==> src/rtl/mmu_ctl_pkg.sv <==
package mmu_ctl_pkg;
  localparam int XLEN       = 64;
  localparam int IDX_W      = 6;
  localparam int IDX_LSB    = 3;
  localparam int PG_SHIFT   = 13;
  localparam int TSB_BASE_W = XLEN - PG_SHIFT;
  localparam int TSB_SIZE_W = 4;
  localparam int TSB_SPLIT  = 12;
  localparam int TT_CTX_LSB = 48;
  localparam int TT_VA_SHR  = 22;

  localparam int IDX_TTGT = 0;
  localparam int IDX_PCTX = 1;
  localparam int IDX_SCTX = 2;
  localparam int IDX_FSR  = 3;
  localparam int IDX_FAR  = 4;
  localparam int IDX_TSB  = 5;
  localparam int IDX_TACC = 6;
  localparam int IDX_VWP  = 7;
  localparam int IDX_PWP  = 8;

  typedef enum logic {MMU_I = 1'b0, MMU_D = 1'b1} mmu_kind_e;

  typedef struct packed {
    logic             wr;
    logic [IDX_W-1:0] idx;
    logic [XLEN-1:0]  data;
  } reg_wr_t;

  typedef struct packed {
    logic [TSB_BASE_W-1:0] base;
    logic                  split;
    logic [TSB_SIZE_W-1:0] size;
  } tsb_cfg_t;

  function automatic logic [XLEN-1:0] tag_target(input logic [XLEN-1:0] ta);
    logic [XLEN-1:0] ctx_part;
    ctx_part = '0;
    ctx_part[TT_CTX_LSB +: PG_SHIFT] = ta[PG_SHIFT-1:0];
    return ctx_part | (ta >> TT_VA_SHR);
  endfunction
endpackage

==> src/rtl/mmu_wr_filter.sv <==
module mmu_wr_filter
  import mmu_ctl_pkg::*;
#(
  parameter mmu_kind_e KIND = MMU_D,
  parameter int        NREG = 16,
  localparam int       SEL_W = $clog2(NREG)
) (
  input  reg_wr_t              wr_i,
  output logic [NREG-1:0]      en_o,
  output logic [XLEN-1:0]      data_o,
  output logic                 clr_far_o
);
  logic in_range;
  logic ro_hit;
  logic fsr_clear;

  assign in_range  = (int'(wr_i.idx) < NREG) && (int'(wr_i.idx) != IDX_TTGT);
  assign fsr_clear = (int'(wr_i.idx) == IDX_FSR) && !wr_i.data[0];

  generate
    if (KIND == MMU_I) begin : g_imask
      always_comb begin
        case (int'(wr_i.idx))
          IDX_PCTX, IDX_SCTX, IDX_FAR, IDX_VWP, IDX_PWP: ro_hit = 1'b1;
          default:                                       ro_hit = 1'b0;
        endcase
      end
    end else begin : g_dmask
      assign ro_hit = 1'b0;
    end
  endgenerate

  always_comb begin
    en_o      = '0;
    data_o    = fsr_clear ? '0 : wr_i.data;
    clr_far_o = 1'b0;
    if (wr_i.wr && in_range && !ro_hit) begin
      en_o[wr_i.idx[SEL_W-1:0]] = 1'b1;
      clr_far_o = fsr_clear && (KIND == MMU_D);
    end
  end
endmodule

==> src/rtl/mmu_reg_bank.sv <==
module mmu_reg_bank
  import mmu_ctl_pkg::*;
#(
  parameter mmu_kind_e KIND = MMU_D,
  parameter int        NREG = 16,
  localparam int       SEL_W = $clog2(NREG)
) (
  input  logic             clk_i,
  input  logic             rst_ni,
  input  reg_wr_t          wr_i,
  input  logic [IDX_W-1:0] rd_idx_i,
  output logic [XLEN-1:0]  rd_data_o,
  output logic [XLEN-1:0]  tag_acc_o,
  output tsb_cfg_t         tsb_o
);
  logic [NREG-1:0] en;
  logic [XLEN-1:0] wdata;
  logic            clr_far;
  logic [XLEN-1:0] regs [NREG];

  mmu_wr_filter #(.KIND(KIND), .NREG(NREG)) u_filt (
    .wr_i      (wr_i),
    .en_o      (en),
    .data_o    (wdata),
    .clr_far_o (clr_far)
  );

  for (genvar r = 0; r < NREG; r++) begin : g_reg
    if (r == IDX_FAR) begin : g_far
      always_ff @(posedge clk_i or negedge rst_ni) begin
        if (!rst_ni)      regs[r] <= '0;
        else if (en[r])   regs[r] <= wdata;
        else if (clr_far) regs[r] <= '0;
      end
    end else begin : g_plain
      always_ff @(posedge clk_i or negedge rst_ni) begin
        if (!rst_ni)    regs[r] <= '0;
        else if (en[r]) regs[r] <= wdata;
      end
    end
  end

  assign tag_acc_o = regs[IDX_TACC];
  assign tsb_o.base  = regs[IDX_TSB][XLEN-1:PG_SHIFT];
  assign tsb_o.split = regs[IDX_TSB][TSB_SPLIT];
  assign tsb_o.size  = regs[IDX_TSB][TSB_SIZE_W-1:0];

  always_comb begin
    if (int'(rd_idx_i) == IDX_TTGT)  rd_data_o = tag_target(regs[IDX_TACC]);
    else if (int'(rd_idx_i) < NREG)  rd_data_o = regs[rd_idx_i[SEL_W-1:0]];
    else                             rd_data_o = '0;
  end
endmodule

==> src/rtl/mmu_rd_port.sv <==
module mmu_rd_port
  import mmu_ctl_pkg::*;
(
  input  logic            clk_i,
  input  logic            rst_ni,
  input  logic            fire_i,
  input  logic            sel_d_i,
  input  logic [XLEN-1:0] i_data_i,
  input  logic [XLEN-1:0] d_data_i,
  output logic [XLEN-1:0] rdata_o,
  output logic            rvalid_o
);
  always_ff @(posedge clk_i or negedge rst_ni) begin
    if (!rst_ni) begin
      rvalid_o <= 1'b0;
      rdata_o  <= '0;
    end else begin
      rvalid_o <= fire_i;
      if (fire_i) rdata_o <= sel_d_i ? d_data_i : i_data_i;
    end
  end
endmodule

==> src/rtl/mmu_ctl_regs.sv <==
module mmu_ctl_regs
  import mmu_ctl_pkg::*;
#(
  parameter int ADDR_W = 16,
  parameter int NREG   = 16
) (
  input  logic                  clk_i,
  input  logic                  rst_ni,
  input  logic                  req_valid_i,
  input  logic                  req_we_i,
  input  logic                  isel_i,
  input  logic                  dsel_i,
  input  logic [ADDR_W-1:0]     addr_i,
  input  logic [XLEN-1:0]       wdata_i,
  output logic [XLEN-1:0]       rdata_o,
  output logic                  rvalid_o,
  output logic [XLEN-1:0]       itag_access_o,
  output logic [XLEN-1:0]       dtag_access_o,
  output logic [TSB_BASE_W-1:0] itsb_base_o,
  output logic                  itsb_split_o,
  output logic [TSB_SIZE_W-1:0] itsb_size_o,
  output logic [TSB_BASE_W-1:0] dtsb_base_o,
  output logic                  dtsb_split_o,
  output logic [TSB_SIZE_W-1:0] dtsb_size_o
);
  localparam int NMMU = 2;

  logic             fire;
  logic [IDX_W-1:0] idx;
  logic             unused_addr;
  logic [NMMU-1:0]  sel;
  reg_wr_t          wr   [NMMU];
  logic [XLEN-1:0]  rd   [NMMU];
  logic [XLEN-1:0]  tacc [NMMU];
  tsb_cfg_t         tsb  [NMMU];

  assign idx         = addr_i[IDX_LSB +: IDX_W];
  assign unused_addr = ^{addr_i[ADDR_W-1:IDX_LSB+IDX_W], addr_i[IDX_LSB-1:0]};
  assign fire        = req_valid_i && (isel_i ^ dsel_i);
  assign sel         = {dsel_i, isel_i};

  for (genvar m = 0; m < NMMU; m++) begin : g_mmu
    assign wr[m].wr   = fire && req_we_i && sel[m];
    assign wr[m].idx  = idx;
    assign wr[m].data = wdata_i;

    mmu_reg_bank #(
      .KIND ((m == 0) ? MMU_I : MMU_D),
      .NREG (NREG)
    ) u_bank (
      .clk_i     (clk_i),
      .rst_ni    (rst_ni),
      .wr_i      (wr[m]),
      .rd_idx_i  (idx),
      .rd_data_o (rd[m]),
      .tag_acc_o (tacc[m]),
      .tsb_o     (tsb[m])
    );
  end

  mmu_rd_port u_rd (
    .clk_i    (clk_i),
    .rst_ni   (rst_ni),
    .fire_i   (fire && !req_we_i),
    .sel_d_i  (dsel_i),
    .i_data_i (rd[0]),
    .d_data_i (rd[1]),
    .rdata_o  (rdata_o),
    .rvalid_o (rvalid_o)
  );

  assign itag_access_o = tacc[0];
  assign dtag_access_o = tacc[1];
  assign itsb_base_o   = tsb[0].base;
  assign itsb_split_o  = tsb[0].split;
  assign itsb_size_o   = tsb[0].size;
  assign dtsb_base_o   = tsb[1].base;
  assign dtsb_split_o  = tsb[1].split;
  assign dtsb_size_o   = tsb[1].size;
endmodule

==> config.mk <==
export PLATFORM = sky130hd
export DESIGN_NAME = mmu_ctl_regs
export DESIGN_NICKNAME = d
export VERILOG_FILES = /design/src/rtl/mmu_ctl_pkg.sv /design/src/rtl/mmu_wr_filter.sv /design/src/rtl/mmu_reg_bank.sv /design/src/rtl/mmu_rd_port.sv /design/src/rtl/mmu_ctl_regs.sv
export SDC_FILE = /design/constraint.sdc
export NUM_CORES = 2
export LEC_CHECK = 0
export ABC_CLOCK_PERIOD_IN_PS = 2100
export BUFFER_PORTS_ARGS = -buffer_cell sky130_fd_sc_hd__buf_2
export CORE_ASPECT_RATIO = 1.2
export CORE_MARGIN = 2
export CORE_UTILIZATION = 60
export DETAILED_ROUTE_END_ITERATION = 8
export PLACE_DENSITY_LB_ADDON = 0.15
export SETUP_SLACK_MARGIN = 0.4
export SYNTH_ARGS = -nofsm -noshare
export SYNTH_HDL_FRONTEND = slang
export SYNTH_SLANG_ARGS = --single-unit
==> constraint.sdc <==
create_clock -name clk_i -period 2.1 [get_ports clk_i]
set_clock_uncertainty 0.15 [all_clocks]
set_input_delay 0.63 -clock clk_i [delete_from_list [all_inputs] [get_ports clk_i]]
set_output_delay 0.63 -clock clk_i [all_outputs]
set_load 0.02 [all_outputs]
# [After elaboration in Yosys (flattened, before gate mapping)]
# Index checks and enable logic that the tools add are counted.
[totals] reg_bits=2113 input_bits=86 output_inout_bits=305 wordCells=86
[op_classes] n_lt_le_gt_ge=4 n_eq_ne=6 mux=20 bitwise=4 n_reduce_logical=18
[ops] cell="64-bit 2-to-1 mux" n=12
[ops] cell="64-bit binary-select mux with 4-bit select" n=2
[ops] cell="61-bit by 42-bit OR with 61-bit output" n=2
[ops] cell="16-bit 2-to-1 mux" n=2
[ops] cell="6-bit by 3-bit equality test with 1-bit output, second input constant" n=3
[ops] cell="1-bit logical AND" n=11
[ops] cell="6-bit by 1-bit equality test with 1-bit output, second input constant" n=1
[ops] cell="6-bit by 2-bit equality test with 1-bit output, second input constant" n=1
[ops] cell="6-bit by 4-bit equality test with 1-bit output, second input constant" n=1
[ops] cell="6-bit zero test" n=1
[ops] cell="6-bit by 5-bit less-than comparator with 1-bit output, second input constant" n=1
[ops] cell="6-bit nonzero test" n=1
[ops] cell="5-bit >= comparator, second input constant" n=1
[ops] cell="4-bit by 5-bit less-than comparator with 1-bit output, second input constant" n=1
[ops] cell="4-bit NOT with 5-bit output" n=1
[ops] cell="5-bit OR reduction" n=1
[ops] cell="1-bit demux with 4-bit select" n=1
[ops] cell="4-bit by 1-bit >= comparator with 1-bit output, second input constant" n=1
[ops] cell="1-bit zero test" n=3
[ops] cell="1-bit 2-to-1 mux" n=3
[ops] cell="2-bit nonzero test" n=1
[ops] cell="1-bit bitwise XOR" n=1

# [Logic depth before layout (Yosys ltp)]
[logic_depth] depth_word=8 mapped_depth=9 ltp_nobuf=6

# [Cells and area by module]
# A second synthesis with hierarchy kept.
[unflattened] cells_unflattened=7109 hier_area_um2=99935.8
[modules_own_cells] module="mmu_reg_bank (g_mmu[0].u_bank)" n_inst=1 cells_each=3306 area_each_um2=47794.6
[modules_own_cells] module="mmu_reg_bank (g_mmu[1].u_bank)" n_inst=1 cells_each=3308 area_each_um2=47610.7
[modules_own_cells] module="mmu_rd_port" n_inst=1 cells_each=278 area_each_um2=2991.6
[modules_own_cells] module="mmu_wr_filter (g_mmu[0].u_bank.u_filt)" n_inst=1 cells_each=105 area_each_um2=762.0
[modules_own_cells] module="mmu_wr_filter (g_mmu[1].u_bank.u_filt)" n_inst=1 cells_each=107 area_each_um2=737.0
[modules_own_cells] module="mmu_ctl_regs" n_inst=1 cells_each=5 area_each_um2=40.0

# [Worst setup path after synthesis]
# Ideal clock, no wire load.
[synth_timing] kind="input port to flip-flop" from="input port addr_i[4]" to="register u_rd.rdata_o[45]" setup_ns=0.133 arrival_time_ns=2.376 path_slack_ns=-0.560 cell_stages=9 path_cell_list="buf_2 -> buf_2 -> buf_2 -> buf_2 -> buf_4 -> mux2i_1 -> o21ai_0 -> a2111oi_0 -> nor2_1"
[synth_between] elab_chain_cells=7 elab_cells_between_ends=14 cone_classes="1 x order compare; 11 x mux; 1 x bitwise; 1 x reduce/logical"
[synth_lines] item="start, declared" line="mmu_ctl_regs.sv:13" source="input logic [ADDR_W-1:0] addr_i,"
[synth_lines] item="4-bit NOT with 5-bit output (implied by the code)" line="mmu_reg_bank.sv:50" source="else if (int'(rd_idx_i) < NREG) rd_data_o = regs[rd_idx_i[SEL_W-1:0]];"
[synth_lines] item="64-bit binary-select mux with 4-bit select" line="mmu_reg_bank.sv:50"
[synth_lines] item="64-bit 2-to-1 mux (implied by the code) (2 in a row)" line="mmu_reg_bank.sv:50"
[synth_lines] item="64-bit 2-to-1 mux" line="mmu_reg_bank.sv:50"
[synth_lines] item="64-bit 2-to-1 mux" line="mmu_reg_bank.sv:49" source="if (int'(rd_idx_i) == IDX_TTGT) rd_data_o = tag_target(regs[IDX_TACC]);"
[synth_lines] item="64-bit 2-to-1 mux (*)" line="mmu_rd_port.sv:19" source="if (fire_i) rdata_o <= sel_d_i ? d_data_i : i_data_i;"
[synth_lines] item="end signal, assigned" line="mmu_rd_port.sv:19"
[synth_lines] item="end, declared" line="mmu_rd_port.sv:10" source="output logic [XLEN-1:0] rdata_o,"
# Every way passes the cells marked *; elsewhere a longest branch is shown, timed or not. The select of a mux whose other input is x is not followed.
# A chain may end at the register's enable or synchronous reset.

# [Worst setup path in the final report]
[layout_timing] from="register g_mmu[1].u_bank.regs, in the netlist g_mmu[1].u_bank.tag_acc_o[28]" to="output port dtag_access_o[28]"
[layout_lines] item="start, declared" line="mmu_reg_bank.sv:19" source="logic [XLEN-1:0] regs [NREG];"
[layout_lines] item="start signal, assigned by index" line="mmu_reg_bank.sv:38" source="else if (en[r]) regs[r] <= wdata;"
[layout_lines] item="end, declared" line="mmu_ctl_regs.sv:18" source="output logic [XLEN-1:0] dtag_access_o,"
# No word-level cell between the ends.

==> flow_summary.ini <==
[logic_synthesis]
yosys_warnings = 0
syn_nets = 8098
yosysSeqAreaShare_pct = 58.08
synth_area_mm2 = 0.09104
syn_avg_cell_area_um2 = 11.36
synth_top_area_share_pct = 58.08
synth-seq-cells = 2113
synth-edff-count = 0
syn_inst = 8012
synth_area_leaders = dfrtp_1 (58%), mux4_2 (12%), o21ai_0 (8.0%), nand2_1 (6.8%), clkbuf_1 (3.8%)
ys_async_sr_fraction_pct = 100.0
synth_top_area_cell = dfrtp_1
ys.flop_type = dfrtp_1
ys_types = 55

[layout]
final_cell_mix = dfrtp_1 (2,022), nand2_1 (1,607), o21ai_0 (1,286)
area_growth_pct = 26.73
final_common_cell = dfrtp_1
nets = 8680
drive_above_1_share_pct = 33.67
nFillCells = 8999

[power_and_ir_drop]
max-vdd-ir-drop_uv = 1125
p_clk_share_pct = 43.7
pwr-share-seq_pct = 47.2
power_mw = 89.59
combPwrFrac_pct = 9.1
p_switching_mw = 21.89
p_int_mw = 67.70
swShare_pct = 24.43
leakagePower_nw = 53.40
power_density_mw_per_mm2 = 776.5

[die]
die_w_um = 359.6
initial_core_util_pct = 60.42
pin_count = 391
die_y_um = 430.7
rows = 156
core_mm2 = 0.1507
die_area_mm2 = 0.1549

[detailed_routing]
firstDrtPassIters = 6
vias_per_cell = 6.528
drc_errors = 0
drt_wl_total_um = 339600
ant_nets = 0
post_drt_wl_per_cell_um = 31.61
vias = 70150
drt_iter0_markers = 8867

[worst_hold_path]
hp-class = in2reg
hp-start = wdata_i[21]

[placed_design]
dp_slack_ns = -0.7024
dp_hpwl_um = 204100
gp_congestion = 0.9086
io_buffers = 380

[critical_path]
critPathBufInv = 1
cp-end-kind = output port
critical_path_required_ns = 1.32
path_class = reg2out
cp_top_family = flip-flops
cpPeakStageDelay_ns = 0.58
crit_path_max_fanout = 2
worst_setup_path_start_kind = flip-flop
reg2reg_slack_ns = -0.02
crit_start = g_mmu[1].u_bank.tag_acc_o[28]$_DFFE_PN0P_
slowest_stage = dfrtp_2
cp.arrival_ns = 1.63
r2r_start = g_mmu[0].u_bank.tsb_o[53]$_DFFE_PN0P_
path_cells = buf_6

[grt]
grt_remaining_overflow = 0
grt_pass1_wl_um = 465200
grt_max_degree = 89
antenna_found_initial = 16
grt_util_all_layers_pct = 41.28
first_global_vias = 68760

[outcome]
outcome = finished with violations
violations = negative setup slack

[clock_network]
clock_tree.buffer_depth = 3
root_buffer = clkbuf_16
path_clk_slew_ns = 0.07
clock_sinks = 2113
cts-buffers-inserted = 198
tritoncts = built
clk_latency_ns = 0.89
h-tree-depth = 4

[sta]
rsz0062_at_grt = yes
worstMarginPinSlew_ns = 0.5646
max_freq_mhz = 414.2
whs_ns = 0.06417
post-route-period-util_pct = 115.0
worst_slack_ns = -0.3146
hold_violations = 0
min_period_ns = 2.415
setup_viol = 306
slew_violations = 0
relSlewSlack_pct = 62.36

[run]
cap_violations = 0
-- Yosys cell counts (all sizes together) (2+ instances only) --
cell     number
mux2i       222
clkbuf      916
a21oi        48
nor4b         6
o31a         25
nor3          8
o21ai      1523
o22a          2
o211ai       56
and2          4
nand3        29
nor4          3
o221ai       32
a221o        10
a221oi       56
a31oi        27
o21a         30
nor2b         5
a32o          2
a22o          2
buf         453
mux4        483
nor2        126
nand2b        2
a22oi        58
or2           2
o2bb2ai      63
a2111oi       4
nand3b        2
inv           4
o22ai         8
dfrtp      2113
mux2         41
nand2      1640
-- cell type report --
cell class                 instances  area, um2  share of cell area [%]
multi-input combinational       4526      33290                   28.85
clock buffer                     287       5822                   5.046
tap                             1975       2471                   2.142
antenna                           11      27.53                 0.02386
sequential                      2113      52990                   45.93
timing repair buffer            1751      19520                   16.92
inverter                           4      15.01                 0.01301
clock inverter                    78       1242                   1.077
-- power groups by stage --
stage | combinational (mW) | sequential [mW] | clock [mW]
floorplan | 3.37 | 42.8 | 0
global route | 8.55 | 42.3 | 40.9
CTS | 7.58 | 42.2 | 39.1
finish | 8.14 | 42.3 | 39.2
detailed placement | 6.76 | 43.0 | 0
global placement | 6.63 | 42.9 | 0
-- routing by layer --
metal | track usage, % | vias up | share of wire (%)
met5 | 0 | - | 0.035
met4 | 23.34 | 18 | 7.7
met3 | 12.68 | 1193 | 14
met2 | 60.81 | 4815 | 44
met1 | 55.09 | 35540 | 35
li1 | - | 28580 | -
-- cells by family (layout without fill, tap and decap cells) --
group           Yosys count  after routing  share of synthesized area (%)
flops                  2113           2113                          58.08
compound gates         1949           1949                          12.00
simple gates           1830           1830                          7.908
buf+inv                1373           2120                          7.080
mux                     746            746                          14.92
xor+xnor                  1              1                       0.009622
other cells               0             11                              0
-- path summary, 6_finish.rpt --
kind | to | cells after the start
worst max-delay path | dtag_access_o[28] | 1
worst min-delay path | g_mmu[1].u_bank.regs[725]$_DFFE_PN0P_ | 4
worst max register to register | u_rd.rdata_o[61]$_DFFE_PN0P_ | 6
worst min register to register | g_mmu[0].u_bank.regs[975]$_DFFE_PN0P_ | 0
max in group asynchronous | g_mmu[1].u_bank.tsb_o[28]$_DFFE_PN0P_ | 4
min in group asynchronous | g_mmu[1].u_bank.regs[316]$_DFFE_PN0P_ | 2
-- state kept, by name, summed over array words and instances, names as in the netlist --
signal and flops:
u_rd.rdata_o 64, g_mmu.u_bank.tag_acc_o 128, g_mmu.u_bank.tsb_o 112, g_mmu.u_bank.regs 1808, u_rd.rvalid_o 1
-- per-stage QoR --
stage	cell area, um2	setup TNS [ns]	utilization [%]	std cells
global route	115400	-54.42	76.55	10740
detailed placement	99840	-947.34	66.26	9834
CTS	112200	-52.78	74.46	10550
floorplan	92890	-533.51	-	8012
finish	115400	-46.44	76.57	10750
global placement	99840	-917.98	66.26	9834
-- what timing repair did --
| item | CTS | global route |
|---|---|---|
| cloned | 0 | 49 |
| resized for setup | 847 | 241 |
| buffers inserted | 352 | 133 |
| hold buffers | 1 | 0 |
| endpoints found under the setup margin | 1936 | 1372 |
| hold endpoints to repair | 629 | 0 |
| pin swaps | 13 | 72 |
Power figures use the tool's default switching activity.
